$ cat config.mk
export PLATFORM = sky130hd
export DESIGN_NAME = ramq_ctrl
export DESIGN_NICKNAME = d
export VERILOG_FILES = /design/src/rtl/ramq_pkg.sv /design/src/rtl/ramq_arbiter.sv /design/src/rtl/ramq_ptr.sv /design/src/rtl/ramq_occupancy.sv /design/src/rtl/ramq_ctrl.sv
export SDC_FILE = /design/constraint.sdc
export NUM_CORES = 1
export LEC_CHECK = 0
export ABC_AREA = 1
export BUFFER_PORTS_ARGS = -buffer_cell sky130_fd_sc_hd__buf_4
export CORE_MARGIN = 2
export CORE_UTILIZATION = 48
export CTS_CLUSTER_DIAMETER = 50
export DETAILED_ROUTE_END_ITERATION = 10
export PLACE_DENSITY_LB_ADDON = 0.25
export SYNTH_ARGS = -nofsm -noshare
export SYNTH_HDL_FRONTEND = slang
export SYNTH_SLANG_ARGS = --single-unit
$ cat constraint.sdc
create_clock -name clk -period 1.9 [get_ports clk]
set_clock_uncertainty 0.15 [all_clocks]
set_input_delay 0.285 -clock clk [delete_from_list [all_inputs] [get_ports clk]]
set_output_delay 0.285 -clock clk [all_outputs]
set_load 0.05 [all_outputs]
$ cat src/rtl/ramq_pkg.sv
package ramq_pkg;

    typedef enum logic [1:0] {
        Q_EMPTY   = 2'd0,
        Q_PARTIAL = 2'd1,
        Q_FULL    = 2'd2
    } qstate_t;

    typedef struct packed {
        logic do_write;
        logic do_read;
        logic push_refused;
        logic pop_refused;
    } grant_t;

endpackage

$ cat src/rtl/ramq_arbiter.sv
module ramq_arbiter
    import ramq_pkg::*;
(
    input  logic   init,
    input  logic   push_req,
    input  logic   pop_req,
    input  logic   full,
    input  logic   empty,
    output grant_t grant
);

    always_comb begin
        grant = '0;
        if (init) begin
            // clear wins: every request present is reported as not executed
            grant.push_refused = push_req;
            grant.pop_refused  = pop_req;
        end else begin
            // the pop owns the shared bus whenever it is requested
            grant.do_read      = pop_req && !empty;
            grant.pop_refused  = pop_req && empty;
            grant.do_write     = push_req && !pop_req && !full;
            grant.push_refused = push_req && (pop_req || full);
        end
    end

    // a colliding push never reaches the RAM
    always_comb begin
        assert_collision_no_write_R5: assert (!(push_req && pop_req) || !grant.do_write);
    end

endmodule

$ cat src/rtl/ramq_ptr.sv
module ramq_ptr #(
    parameter int W = 3
) (
    input  logic         clk,
    input  logic         clear,
    input  logic         advance,
    output logic [W-1:0] ptr
);

    always_ff @(posedge clk) begin
        if (clear)
            ptr <= '0;
        else if (advance)
            ptr <= ptr + W'(1);
    end

    // each step lands on the next slot, wrapping modulo 2**W
    assert_step_wraps_R10: assert property (@(posedge clk) disable iff (clear)
        advance |=> ptr == W'($past(ptr) + W'(1)));

    // no step means the position holds
    assert_hold_without_step_R7: assert property (@(posedge clk) disable iff (clear)
        !advance |=> $stable(ptr));

endmodule

$ cat src/rtl/ramq_occupancy.sv
module ramq_occupancy
    import ramq_pkg::*;
#(
    parameter int N = 3
) (
    input  logic clk,
    input  logic clear,
    input  logic inc,
    input  logic dec,
    output logic full,
    output logic empty
);

    localparam int           CW    = N + 1;
    localparam logic [CW-1:0] CAP  = CW'(1) << N;
    localparam logic [CW-1:0] ONE  = CW'(1);

    qstate_t         state_q, state_d;
    logic [CW-1:0]   cnt_q, cnt_d;

    // next-state process
    always_comb begin
        state_d = state_q;
        cnt_d   = cnt_q + CW'(inc) - CW'(dec);
        if (clear) begin
            state_d = Q_EMPTY;                           // CLEAR
            cnt_d   = '0;
        end else begin
            unique case (state_q)
                Q_EMPTY: begin
                    if (inc) state_d = Q_PARTIAL;        // FIRST_IN
                end
                Q_PARTIAL: begin
                    if (inc && cnt_q == CAP - ONE)
                        state_d = Q_FULL;                // LAST_SLOT
                    else if (dec && cnt_q == ONE)
                        state_d = Q_EMPTY;               // LAST_OUT
                end
                Q_FULL: begin
                    if (dec) state_d = Q_PARTIAL;        // FIRST_OUT
                end
                default: state_d = Q_EMPTY;
            endcase
        end
    end

    // state register process
    always_ff @(posedge clk) begin
        state_q <= state_d;
        cnt_q   <= cnt_d;
    end

    // output process
    always_comb begin
        full  = (state_q == Q_FULL);
        empty = (state_q == Q_EMPTY);
    end

    // occupancy never exceeds the RAM depth
    assert_no_overflow_R9: assert property (@(posedge clk) disable iff (clear)
        cnt_q <= CAP);

    // flags agree with the count
    assert_full_means_cap_R9: assert property (@(posedge clk) disable iff (clear)
        full |-> cnt_q == CAP);
    assert_empty_means_zero_R9: assert property (@(posedge clk) disable iff (clear)
        empty |-> cnt_q == '0);

    // no step past either end
    assert_no_inc_when_full_R6: assert property (@(posedge clk) disable iff (clear)
        full |-> !inc);
    assert_no_dec_when_empty_R7: assert property (@(posedge clk) disable iff (clear)
        empty |-> !dec);

    // clear leaves the queue empty
    assert_clear_empties_R1: assert property (@(posedge clk)
        clear |=> empty && !full);

endmodule

$ cat src/rtl/ramq_ctrl.sv
module ramq_ctrl
    import ramq_pkg::*;
#(
    parameter int ADDR_W = 3
) (
    input  logic              clk,
    input  logic              init,
    input  logic              push_req,
    input  logic              pop_req,
    output logic [ADDR_W-1:0] mem_addr,
    output logic              mem_we,
    output logic              full,
    output logic              empty,
    output logic              push_refused,
    output logic              pop_refused
);

    grant_t            grant;
    logic [ADDR_W-1:0] wr_pos;
    logic [ADDR_W-1:0] rd_pos;

    ramq_arbiter u_arb (
        .init     (init),
        .push_req (push_req),
        .pop_req  (pop_req),
        .full     (full),
        .empty    (empty),
        .grant    (grant)
    );

    ramq_ptr #(.W(ADDR_W)) u_wr_ptr (
        .clk     (clk),
        .clear   (init),
        .advance (grant.do_write),
        .ptr     (wr_pos)
    );

    ramq_ptr #(.W(ADDR_W)) u_rd_ptr (
        .clk     (clk),
        .clear   (init),
        .advance (grant.do_read),
        .ptr     (rd_pos)
    );

    ramq_occupancy #(.N(ADDR_W)) u_occ (
        .clk   (clk),
        .clear (init),
        .inc   (grant.do_write),
        .dec   (grant.do_read),
        .full  (full),
        .empty (empty)
    );

    // shared bus: write position only while a write is granted
    always_comb begin
        mem_we       = grant.do_write;
        mem_addr     = grant.do_write ? wr_pos : rd_pos;
        push_refused = grant.push_refused;
        pop_refused  = grant.pop_refused;
    end

    // the strobe is never raised into a full queue
    assert_no_write_when_full_R6: assert property (@(posedge clk) disable iff (init)
        mem_we |-> !full);

    // an idle cycle reports nothing
    assert_idle_quiet_R8: assert property (@(posedge clk) disable iff (init)
        (!push_req && !pop_req) |-> !mem_we && !push_refused && !pop_refused);

    // clear blocks the strobe
    assert_init_blocks_write_R11: assert property (@(posedge clk)
        init |-> !mem_we);

    // idle cycles leave flags alone
    assert_idle_flags_stable_R8: assert property (@(posedge clk) disable iff (init)
        (!push_req && !pop_req) |=> $stable(full) && $stable(empty));

endmodule

==> tab_implementation.tex <==
\begin{tabular}{lr}
\hline
Metric & Value \\
\hline
\multicolumn{2}{l}{\textbf{Yosys}} \\
\quad Cell taking the most area after synthesis & dfxtp\_1 \\
\quad Most common flop cell mapped by yosys & dfxtp\_1 \\
\quad Number of synthesis warnings & 0 \\
\quad Gate count of the mapped netlist & 104 \\
\quad Synthesized netlist net count & 117 \\
\quad Portion of synthesized cell area occupied by the leading cell type & 0.314 \\
\quad Fraction of synthesis flops using an asynchronous set or reset pin & 0 \\
\quad Cell Area, Synth & 764 sq um \\
\quad Synthesized-area fraction occupied by ao, oa, aoi and oai cells & 0.101 \\
\quad Mean area per synthesized cell & 7.35 sq um \\
\quad Post-synthesis register bit count & 12 \\
\quad Register area share after synthesis & 0.314 \\
\quad Leading cell types by total area after synthesis & dfxtp\_1, ha\_1, inv\_1, nand2\_1, nor2\_1 \\
\quad Xor/xnor cell area share of the yosys netlist & 0.0115 \\
\quad Multiplexer share of the synthesized area & 0 \\
\quad Most frequent cells after synthesis & inv\_1, nand2\_1, dfxtp\_1, nor2\_1, ha\_1 \\
\quad Combinational family with the most area after synthesis & simple AND/OR/NAND/NOR gates \\
\quad Most frequent cell after synthesis & inv\_1 \\
\quad Simple logic cell fraction of the synthesized area & 0.293 \\
\quad Post-synthesis adder-cell area fraction & 0.157 \\
\quad Number of synthesized flops with an enable pin & 0 \\
\quad Distinct cells, synth & 23 \\
\multicolumn{2}{l}{\textbf{Pwr}} \\
\quad LEAKAGE & 0.486 nW \\
\quad Total Power & 0.000593 W \\
\quad Power per Cell Area & 583 nW/um\^{}2 \\
\quad Worst IR drop on VDD & 0.000410 V \\
\multicolumn{2}{l}{\textbf{Setup path}} \\
\quad Critical setup path kind & flip-flop to output port \\
\quad Crit path required time & 1.46 ns \\
\quad Kind of end point of the critical path & output port \\
\quad Sort of element at the start of the critical path & flip-flop \\
\quad Library cell contributing the largest single delay on the critical path & dfxtp\_2 \\
\quad Worst stage delay on the critical path & 0.34 ns \\
\quad Crit path max fanout & 5 \\
\quad Data arrival time of the critical path & 1.39 ns \\
\quad Worst-path cell chain & buf\_6, nand2\_4, nand3\_4, or2\_4, o21a\_1, buf\_6 \\
\quad Most prevalent standard cell on the critical path & buf\_6 \\
\multicolumn{2}{l}{\textbf{Floorplanning}} \\
\quad Overall die height & 43.9 um \\
\quad Std cell rows & 14 \\
\quad X dimension of the die & 43.9 um \\
\quad I/O pins & 12 \\
\quad Area of the core & 1510 sq um \\
\quad Starting density of the core & 0.507 \\
\quad Die Area & 1930 sq um \\
\multicolumn{2}{l}{\textbf{Clock network}} \\
\quad Insertion delay of the later-clocked pin in the worst-skew pair & 0.27 ns \\
\quad Clk sink count & 12 \\
\quad CTS max path bufs & 2 \\
\quad Number of buffers inserted during clock tree synthesis & 3 \\
\quad H-tree Lvls & 1 \\
\quad CTS clock-pin slew for the worst setup and hold paths & 0.07 ns \\
\quad Clock tree from TritonCTS & done \\
\quad Buffer type at the clock tree root & clkbuf\_4 \\
\multicolumn{2}{l}{\textbf{Global route}} \\
\quad Gr ovfl total & 0 \\
\quad Number of global-route vias before repair & 687 \\
\quad All-Layer GR Usage & 0.194 \\
\quad Pin count of the biggest net entering global routing & 9 \\
\quad First-pass GRT wire length & 2730 um \\
\quad Initial antenna violation count & 0 \\
\multicolumn{2}{l}{\textbf{Detailed routing}} \\
\quad Routed vias/inst & 4.90 \\
\quad Drt first pass iters & 3 \\
\quad Number of DRC markers in iteration 0 & 10 \\
\quad Vias & 706 \\
\quad Count of nets left with antenna violations after detail routing & 0 \\
\quad Routed wire length per instance & 10.8 um \\
\quad Total wire length & 1550 um \\
\quad DRC errors left & 0 \\
\multicolumn{2}{l}{\textbf{STA}} \\
\quad Number of slew-limit violations in the final report & 0 \\
\quad Actual slew at the worst max-slew pin & 0.202 ns \\
\quad Highest clock frequency the design can meet & 547 MHz \\
\quad Final critical-path share of the clock period & 0.963 \\
\quad Number of endpoints failing setup at the final stage & 0 \\
\quad Setup repair after global routing missed its margin & false \\
\quad Setup TNS Final & 0 ns \\
\quad Max-slew headroom at the worst pin & 0.865 \\
\quad Final hold viol count & 0 \\
\quad Min cycle time layout & 1.83 ns \\
\multicolumn{2}{l}{\textbf{Place}} \\
\quad Number of placed cells counting well taps & 139 \\
\quad IO buf count & 11 \\
\quad Post-detailed-placement half-perimeter wirelength & 1200 um \\
\quad Global placer's final weighted congestion & 0.808 \\
\multicolumn{2}{l}{\textbf{Final layout}} \\
\quad Antenna Diode Count & 0 \\
\quad Layout cells sized above 1 & 0.352 \\
\quad Nets & 143 \\
\quad Layout fillers & 121 \\
\quad Non-filler instance count after layout & 144 \\
\quad Synthesis-to-layout area growth & 32.9\% \\
\multicolumn{2}{l}{\textbf{Run}} \\
\quad Max Cap Violations & 0 \\
\multicolumn{2}{l}{\textbf{Run status}} \\
\quad Result of the run & complete, no violations \\
\multicolumn{2}{l}{\textbf{Min path}} \\
\quad Worst hold-check path type & primary input to flip-flop \\
\hline
\end{tabular}
-- metal layers --
metal	wire length (um)	share of wire	vias up	GRT usage
met5	0	0	-	0
met4	9	0.0058	0	0.0909
met3	52	0.034	2	0.0375
met2	732	0.47	8	0.324
met1	755	0.49	320	0.238
li1	-	-	376	-
-- report_power, final --
group          switching (W)  internal [W]  total [W]
sequential        0.00000903      0.000266   0.000275
combinational      0.0000952     0.0000663   0.000161
clock              0.0000828     0.0000732   0.000156
total               0.000187      0.000406   0.000593
-- registers in the layout, summed over array words and instances (netlist names) --
signal and count:
u_occ.cnt_q 4, u_rd_ptr.ptr 3, u_wr_ptr.ptr 3, u_occ.state_q 2
-- metrics by stage --
step / cell area (sq um) / utilization / worst slack [ns] / hold slack (ns)
4_1_cts: 976 / 0.648 / 0.00518 / 0.270
5_1_grt: 1020 / 0.674 / 0.00721 / 0.269
6_report: 1020 / 0.674 / 0.0711 / 0.274
3_5_place_dp: 932 / 0.619 / -0.100 / 0.319
2_1_floorplan: 773 / - / -0.192 / 0.285
3_3_place_gp: 932 / 0.619 / -0.0151 / 0.303
-- area by class of cell --
class / count / area, sq um / area share
Multi-Input combinational cell: 69 / 465 / 0.458
Sequential cell: 12 / 245 / 0.241
Timing Repair Buffer: 22 / 180 / 0.177
Inverter: 22 / 82.6 / 0.0813
Clock buffer: 3 / 22.5 / 0.0222
Tap cell: 16 / 20.0 / 0.0197
-- layout by cell type (no fill, tap or decap) --
| cell type | instances |
|---|---|
| a21oi_1 | 5 |
| a21oi_2 | 1 |
| a31oi_1 | 1 |
| buf_4 | 18 |
| buf_6 | 4 |
| clkbuf_4 | 3 |
| dfxtp_1 | 10 |
| dfxtp_2 | 1 |
| dfxtp_4 | 1 |
| fa_2 | 1 |
| ha_1 | 6 |
| ha_2 | 1 |
| ha_4 | 1 |
| inv_1 | 17 |
| inv_2 | 5 |
| nand2_1 | 17 |
| nand2_2 | 2 |
| nand2_4 | 1 |
| nand3_1 | 6 |
| nand3_4 | 1 |
| nand4_1 | 1 |
| nor2_1 | 11 |
| nor2_4 | 3 |
| nor3_1 | 2 |
| o21a_1 | 2 |
| o21ai_0 | 1 |
| o21ai_1 | 2 |
| o31ai_1 | 1 |
| or2_2 | 1 |
| or2_4 | 1 |
| xor2_1 | 1 |
-- repair_timing --
item | CTS | global route
endpoints found under the setup margin | 4 | 5
pin swaps | 3 | 2
setup buffers | 1 | 1
hold buffers | 0 | 0
gates resized for setup | 5 | 10
-- cells by family (layout without fill, tap and decap cells) --
group                    count (synthesis)  count (layout)
flip-flops                              12              12
adder cells (fa/ha/maj)                  9               9
AND/OR/NAND/NOR                         46              46
buffers and inverters                   23              47
AO/OA/AOI/OAI                           13              13
XOR/XNOR                                 1               1
-- path summary, 6_finish.rpt --
check | start | end | slack, ns | depth (start not counted)
hold / removal | init | u_occ.state_q[1]$_SDFFE_PP0P_ | 0.27 | 4
setup reg to reg | u_occ.state_q[0]$_SDFFE_PP0P_ | u_occ.cnt_q[1]$_SDFF_PP0_ | 0.08 | 8
setup / recovery | u_occ.state_q[1]$_SDFFE_PP0P_ | mem_addr[0] | 0.07 | 6
hold reg to reg | u_rd_ptr.ptr[2]$_SDFFE_PP0P_ | u_rd_ptr.ptr[2]$_SDFFE_PP0P_ | 0.34 | 2
-- worst max-delay path, delay by kind of cell, from the launching register on --
kind / cells / cell delay, ns
AO/OA/AOI/OAI: 1 / 0.11
buffers and inverters: 2 / 0.27
flip-flops: 1 / 0.34
AND/OR/NAND/NOR: 3 / 0.41
(Power assumes the default switching activity.)
